[src/rtl/irq_agg_pkg.sv]
package irq_agg_pkg;
  localparam int unsigned ADDR_W = 5;
  localparam int unsigned DATA_W = 8;
  localparam int unsigned NSRC   = 15;
  localparam int unsigned HI_W   = NSRC - DATA_W;
  localparam int unsigned PAD_W  = DATA_W - HI_W;

  localparam logic [ADDR_W-1:0] ADDR_EN_LO = 5'h16;
  localparam logic [ADDR_W-1:0] ADDR_EN_HI = 5'h17;
  localparam logic [ADDR_W-1:0] ADDR_ST_LO = 5'h18;
  localparam logic [ADDR_W-1:0] ADDR_ST_HI = 5'h19;

  typedef logic [NSRC-1:0] src_vec_t;
endpackage

[src/rtl/irq_apb_decode.sv]
module irq_apb_decode
  import irq_agg_pkg::*;
(
  input  logic              clk,
  input  logic              rst_n,
  input  logic              psel,
  input  logic              penable,
  input  logic              pwrite,
  input  logic [ADDR_W-1:0] paddr,
  input  src_vec_t          status_i,
  input  src_vec_t          enable_i,
  output logic              en_wr_lo,
  output logic              en_wr_hi,
  output src_vec_t          clr_mask,
  output logic [DATA_W-1:0] prdata
);
  logic acc_rd, acc_wr;
  logic hit_en_lo, hit_en_hi, hit_st_lo, hit_st_hi;

  always_comb begin
    acc_rd    = psel && penable && !pwrite;
    acc_wr    = psel && penable && pwrite;
    hit_en_lo = (paddr == ADDR_EN_LO);
    hit_en_hi = (paddr == ADDR_EN_HI);
    hit_st_lo = (paddr == ADDR_ST_LO);
    hit_st_hi = (paddr == ADDR_ST_HI);
    en_wr_lo  = acc_wr && hit_en_lo;
    en_wr_hi  = acc_wr && hit_en_hi;
  end

  for (genvar i = 0; i < NSRC; i++) begin : g_clr
    if (i < DATA_W) begin : g_lo
      assign clr_mask[i] = acc_rd && hit_st_lo;
    end else begin : g_hi
      assign clr_mask[i] = acc_rd && hit_st_hi;
    end
  end

  always_comb begin
    prdata = '0;
    if (psel && !pwrite) begin
      unique case (1'b1)
        hit_en_lo: prdata = enable_i[DATA_W-1:0];
        hit_en_hi: prdata = {{PAD_W{1'b0}}, enable_i[NSRC-1:DATA_W]};
        hit_st_lo: prdata = status_i[DATA_W-1:0];
        hit_st_hi: prdata = {{PAD_W{1'b0}}, status_i[NSRC-1:DATA_W]};
        default:   prdata = '0;
      endcase
    end
  end

  // a setup cycle never produces a clear
  a_r9_setup_no_clear: assert property (@(posedge clk) disable iff (!rst_n)
    !penable |-> (clr_mask == '0));
  // the padding bit of a high byte always reads zero
  a_r6_hi_pad_zero: assert property (@(posedge clk) disable iff (!rst_n)
    (psel && !pwrite && (hit_en_hi || hit_st_hi)) |-> !prdata[DATA_W-1]);
  // a clear never covers both bytes at once
  a_r5_one_byte_clear: assert property (@(posedge clk) disable iff (!rst_n)
    !(clr_mask[0] && clr_mask[NSRC-1]));
endmodule

[src/rtl/irq_enable_reg.sv]
module irq_enable_reg
  import irq_agg_pkg::*;
(
  input  logic              clk,
  input  logic              rst_n,
  input  logic              wr_lo,
  input  logic              wr_hi,
  input  logic [DATA_W-1:0] wdata,
  output src_vec_t          en_q
);
  src_vec_t en_d;

  always_comb begin
    en_d = en_q;
    if (wr_lo) en_d[DATA_W-1:0]    = wdata;
    if (wr_hi) en_d[NSRC-1:DATA_W] = wdata[HI_W-1:0];
  end

  always_ff @(posedge clk or negedge rst_n) begin
    if (!rst_n) en_q <= '0;
    else if (wr_lo || wr_hi) en_q <= en_d;
  end

  // a low-byte write lands in the mask one cycle later
  a_r6_lo_write: assert property (@(posedge clk) disable iff (!rst_n)
    wr_lo |=> (en_q[DATA_W-1:0] == $past(wdata)));
  // the mask changes only through an enable write
  a_r8_mask_hold: assert property (@(posedge clk) disable iff (!rst_n)
    !(wr_lo || wr_hi) |=> $stable(en_q));
endmodule

[src/rtl/irq_status_bank.sv]
module irq_status_bank
  import irq_agg_pkg::*;
(
  input  logic     clk,
  input  logic     rst_n,
  input  src_vec_t cond_i,
  input  src_vec_t clr_mask,
  output src_vec_t status_q
);
  src_vec_t status_d;

  for (genvar i = 0; i < NSRC; i++) begin : g_bit
    always_comb begin
      if (cond_i[i])        status_d[i] = 1'b1;
      else if (clr_mask[i]) status_d[i] = 1'b0;
      else                  status_d[i] = status_q[i];
    end
  end

  always_ff @(posedge clk or negedge rst_n) begin
    if (!rst_n) status_q <= '0;
    else        status_q <= status_d;
  end

  // every sampled condition is held in status
  a_r2_latch: assert property (@(posedge clk) disable iff (!rst_n)
    1'b1 |=> ((status_q & $past(cond_i)) == $past(cond_i)));
  // cleared bits with no condition end up zero
  a_r3_clear: assert property (@(posedge clk) disable iff (!rst_n)
    1'b1 |=> ((status_q & $past(clr_mask) & ~$past(cond_i)) == '0));
  // bits neither cleared nor set keep their value
  a_r5_hold: assert property (@(posedge clk) disable iff (!rst_n)
    1'b1 |=> ((status_q & ~$past(clr_mask) & ~$past(cond_i)) ==
              ($past(status_q) & ~$past(clr_mask) & ~$past(cond_i))));
endmodule

[src/rtl/irq_combine.sv]
module irq_combine
  import irq_agg_pkg::*;
(
  input  logic     clk,
  input  logic     rst_n,
  input  src_vec_t status_i,
  input  src_vec_t enable_i,
  output logic     irq_q
);
  logic irq_d;

  always_comb irq_d = |(status_i & enable_i);

  always_ff @(posedge clk or negedge rst_n) begin
    if (!rst_n) irq_q <= 1'b0;
    else        irq_q <= irq_d;
  end

  // the line follows enabled status with one cycle of delay
  a_r7_irq_follow: assert property (@(posedge clk) disable iff (!rst_n)
    1'b1 |=> (irq_q == |($past(status_i) & $past(enable_i))));
endmodule

[src/rtl/irq_agg_apb.sv]
module irq_agg_apb
  import irq_agg_pkg::*;
(
  input  logic              pclk,
  input  logic              presetn,
  input  logic              psel,
  input  logic              penable,
  input  logic              pwrite,
  input  logic [ADDR_W-1:0] paddr,
  input  logic [DATA_W-1:0] pwdata,
  output logic [DATA_W-1:0] prdata,
  output logic              pready,
  output logic              pslverr,
  input  logic [NSRC-1:0]   src_cond,
  output logic              irq_out
);
  logic     rst_meta, rst_n;
  logic     en_wr_lo, en_wr_hi;
  src_vec_t clr_mask, status_q, en_q;

  always_ff @(posedge pclk or negedge presetn) begin
    if (!presetn) begin
      rst_meta <= 1'b0;
      rst_n    <= 1'b0;
    end else begin
      rst_meta <= 1'b1;
      rst_n    <= rst_meta;
    end
  end

  assign pready  = 1'b1;
  assign pslverr = 1'b0;

  irq_apb_decode u_dec (
    .clk(pclk), .rst_n(rst_n), .psel(psel), .penable(penable),
    .pwrite(pwrite), .paddr(paddr), .status_i(status_q), .enable_i(en_q),
    .en_wr_lo(en_wr_lo), .en_wr_hi(en_wr_hi), .clr_mask(clr_mask),
    .prdata(prdata)
  );

  irq_enable_reg u_en (
    .clk(pclk), .rst_n(rst_n), .wr_lo(en_wr_lo), .wr_hi(en_wr_hi),
    .wdata(pwdata), .en_q(en_q)
  );

  irq_status_bank u_st (
    .clk(pclk), .rst_n(rst_n), .cond_i(src_cond), .clr_mask(clr_mask),
    .status_q(status_q)
  );

  irq_combine u_irq (
    .clk(pclk), .rst_n(rst_n), .status_i(status_q), .enable_i(en_q),
    .irq_q(irq_out)
  );

  // a condition present during a status read survives the read
  a_r4_cond_wins: assert property (@(posedge pclk) disable iff (!rst_n)
    1'b1 |=> ((status_q & $past(clr_mask) & $past(src_cond)) ==
              ($past(clr_mask) & $past(src_cond))));
endmodule

[config.mk]
export PLATFORM = sky130hd
export DESIGN_NAME = irq_agg_apb
export DESIGN_NICKNAME = d
export VERILOG_FILES = /design/src/rtl/irq_agg_pkg.sv /design/src/rtl/irq_apb_decode.sv /design/src/rtl/irq_enable_reg.sv /design/src/rtl/irq_status_bank.sv /design/src/rtl/irq_combine.sv /design/src/rtl/irq_agg_apb.sv
export SDC_FILE = /design/constraint.sdc
export NUM_CORES = 1
export LEC_CHECK = 0
export ABC_AREA = 1
export BUFFER_PORTS_ARGS = -buffer_cell sky130_fd_sc_hd__buf_2
export CORE_MARGIN = 5
export CORE_UTILIZATION = 58
export DETAILED_ROUTE_END_ITERATION = 7
export PLACE_DENSITY = 0.95
export SLEW_MARGIN = 25
export SYNTH_ARGS = -nofsm -noshare
export SYNTH_HDL_FRONTEND = slang
export SYNTH_HIERARCHICAL = 1
export SYNTH_SLANG_ARGS = --single-unit
[constraint.sdc]
create_clock -name pclk -period 2.9 [get_ports pclk]
set_clock_uncertainty 0.05 [all_clocks]
set_input_delay 0.29 -clock pclk [delete_from_list [all_inputs] [get_ports pclk]]
set_output_delay 0.29 -clock pclk [all_outputs]
set_load 0.1 [all_outputs]
==> reports/results.ini <==
[grt]
grt_use_total_pct=21.8
antenna_found_initial=0
grt_max_degree=32
grt_pass1_vias=1690
grt_pass1_wl_mm=7.38
grt_overflow=0

[logic_synthesis]
synth.avg_cell_area_sq_um=6.84
muxShareOfSynthArea_pct=0
synth_top_family_by_area=simple AND/OR/NAND/NOR gates
synthSimpleGateAreaFrac_pct=39.0
syn_area_sq_um=1910
yosysSeqAreaShare_pct=43.3
synth_cell_types=16
synth_compound_area_share_pct=0.262
synth-xor-area-share_pct=0
syn_inst=279
ys_warn_count=6
yosys.area_share.adder_pct=0
synth-seq-cells=33

[floorplan]
coreArea_sq_um=3100
die_area_sq_um=4540
fp-row-count=20
die_y_microns=67.4
start_util_pct=61.5
ioPinCount=44
die_w_microns=67.4

[worst_hold_path]
min_path_type=input pin to flop

[clock_tree]
cts_setup_buffers=0
clk_path_buf_depth=2
cts_root_buffer=clkbuf_4
clkTransAtPathRegs_ps=100
cts_sinks=33
clk_latency_ps=330
htree_levels=2
cts_tree=built
cts_buffers=5

[setup_path]
critPathCaptureType=output port
slowest_stage=buf_2
critPathMaxStageDelay_ps=440
cp.required_ps=2560
cp_top_family=simple AND/OR/NAND/NOR gates
crit_path_frequent_cell=nor2_1
cp.arrival_ps=1690
rrSetupSlack_ps=1940
worstPathCellList=buf_2 -> nor2_1 -> nand4_1 -> nand2_1 -> nor2_1 -> nor2_1 -> buf_2
criticalPathCategory=input pin to output port
critical_path.max_fanout=8
crit_path_start_kind=input pin
critPathBufInv=2

[detailed_routing]
drtPass1Iterations=4
wl_mm=4.46
detail_route.wl_per_cell_microns=12.4
vias_per_cell=4.95
vias=1771
drc_errors=0
antenna_left=0
drt_iter0_drc=135

[sta]
worst_slew_pin_slew_ps=836
slew_headroom_pct=43.8
fin_crit_sh_pct=70.1
rsz0062_at_grt=false
fmax_mhz=492
fin_crit_ps=2030
slew_viol_final=0
finalHoldViolCount=0
setup_viol=0
fin_tns_setup_ps=0

[pwr]
vdd_drop_max_mv=0.326
p_per_area_nw_per_um2=485
power.leakage_uw=0.00124

[flow_run]
cap_viol_max_count=0

[layout]
syn2layout_area_growth_pct=12.1
seqCellArea_sq_um=826
multi_input_area_sq_um=761
drive_gt1_share_pct=19.1
nets=346
final_cell_mix=nand2_1, buf_2, inv_1
final_util_pct=69.0
final_common_cell=nand2_1
diodes=0
layout.cells.non_filler=358
n_fill_cell=282

[placed_design]
io_buffers=41
gp_congestion=0.905
dpl.hpwl_mm=3.24
dp.cells=349

[status]
status=complete, no violations

-- cell families after synthesis --
group | Yosys count
and+or+nand+nor | 178
DFF | 33
other | 2
buffers and inverters | 65
AOI/OAI and AO/OA | 1
-- per-stage QoR --
stage | cell area (sq um) | setup slack (ps) | hold slack (ps) | total power [uW]
after CTS | 2140 | 892 | 68.6 | 1040
after global routing | 2140 | 771 | 65.8 | 1090
after floorplan | 1910 | 264 | -55.6 | 640
after detailed placement | 2050 | 898 | 28.0 | 689
final | 2140 | 867 | 78.1 | 1040
after global placement | 2050 | 924 | 26.4 | 685
-- final timing paths --
kind	startpoint	endpoint	depth (start not counted)
worst max-delay path	paddr[0]	prdata[3]	7
worst min-delay path	src_cond[13]	u_st/status_q[13]	3
worst max register to register	u_st/status_q[5]	u_irq/irq_q	6
worst min register to register	rst_n	u_st/status_q[6]	1
max in group asynchronous	rst_n	u_st/status_q[12]	1
min in group asynchronous	presetn	rst_n	2
-- cell usage after synthesis --
cell	n	share of area (%)
nor2_1	18	3.5
conb_1	2	0.39
and2_1	1	0.33
nor4_1	2	0.66
dfrtp_1	33	43
inv_2	4	0.79
nor3_1	1	0.26
nand4_1	7	2.3
inv_1	41	8.1
nor2_2	2	0.66
nand3_1	24	6.3
nand2_1	121	24
buf_4	18	7.1
buf_6	2	1.2
a21oi_1	1	0.26
nor2_4	2	1.2
-- metal layers --
| metal | share of wire, % | global-route usage, % | up-vias |
|---|---|---|---|
| met5 | 0 | 0 | - |
| met4 | 1.3 | 7.85 | 0 |
| met3 | 11 | 5.32 | 11 |
| met2 | 47 | 36.3 | 99 |
| met1 | 41 | 27.6 | 779 |
| li1 | - | - | 882 |
-- tightest hold or removal path: stages --
cell     delay (ps)
buf_2            70
inv_1            30
nand2_1          50
-- final cells by class --
type                    count  share of cell area (%)
clock buffers               7                    2.57
clock inverters             1                    1.40
inverters                  45                    7.89
multi-input cells         182                    35.5
flip-flops and latches     33                    38.6
well taps                  44                    2.57
repair buffers             46                    11.5
-- state kept, by name, indices dropped and copies added, names as in the netlist --
signal / cells
u_st/status_q: 15
rst_meta: 1
u_irq/irq_q: 1
rst_n: 1
u_en/en_q: 15
-- what timing repair did --
action                    CTS  global route
hold endpoints to repair    2             0
hold buffers                1             0
gates resized for setup     0             0
-- power breakdown --
part / switching [uW] / leakage (uW) / internal (uW)
Clock: 150 / 0.0000455 / 206
Sequential: 16.4 / 0.000370 / 484
Combinational: 135 / 0.000820 / 48.8
Power figures use the tool's default switching activity.
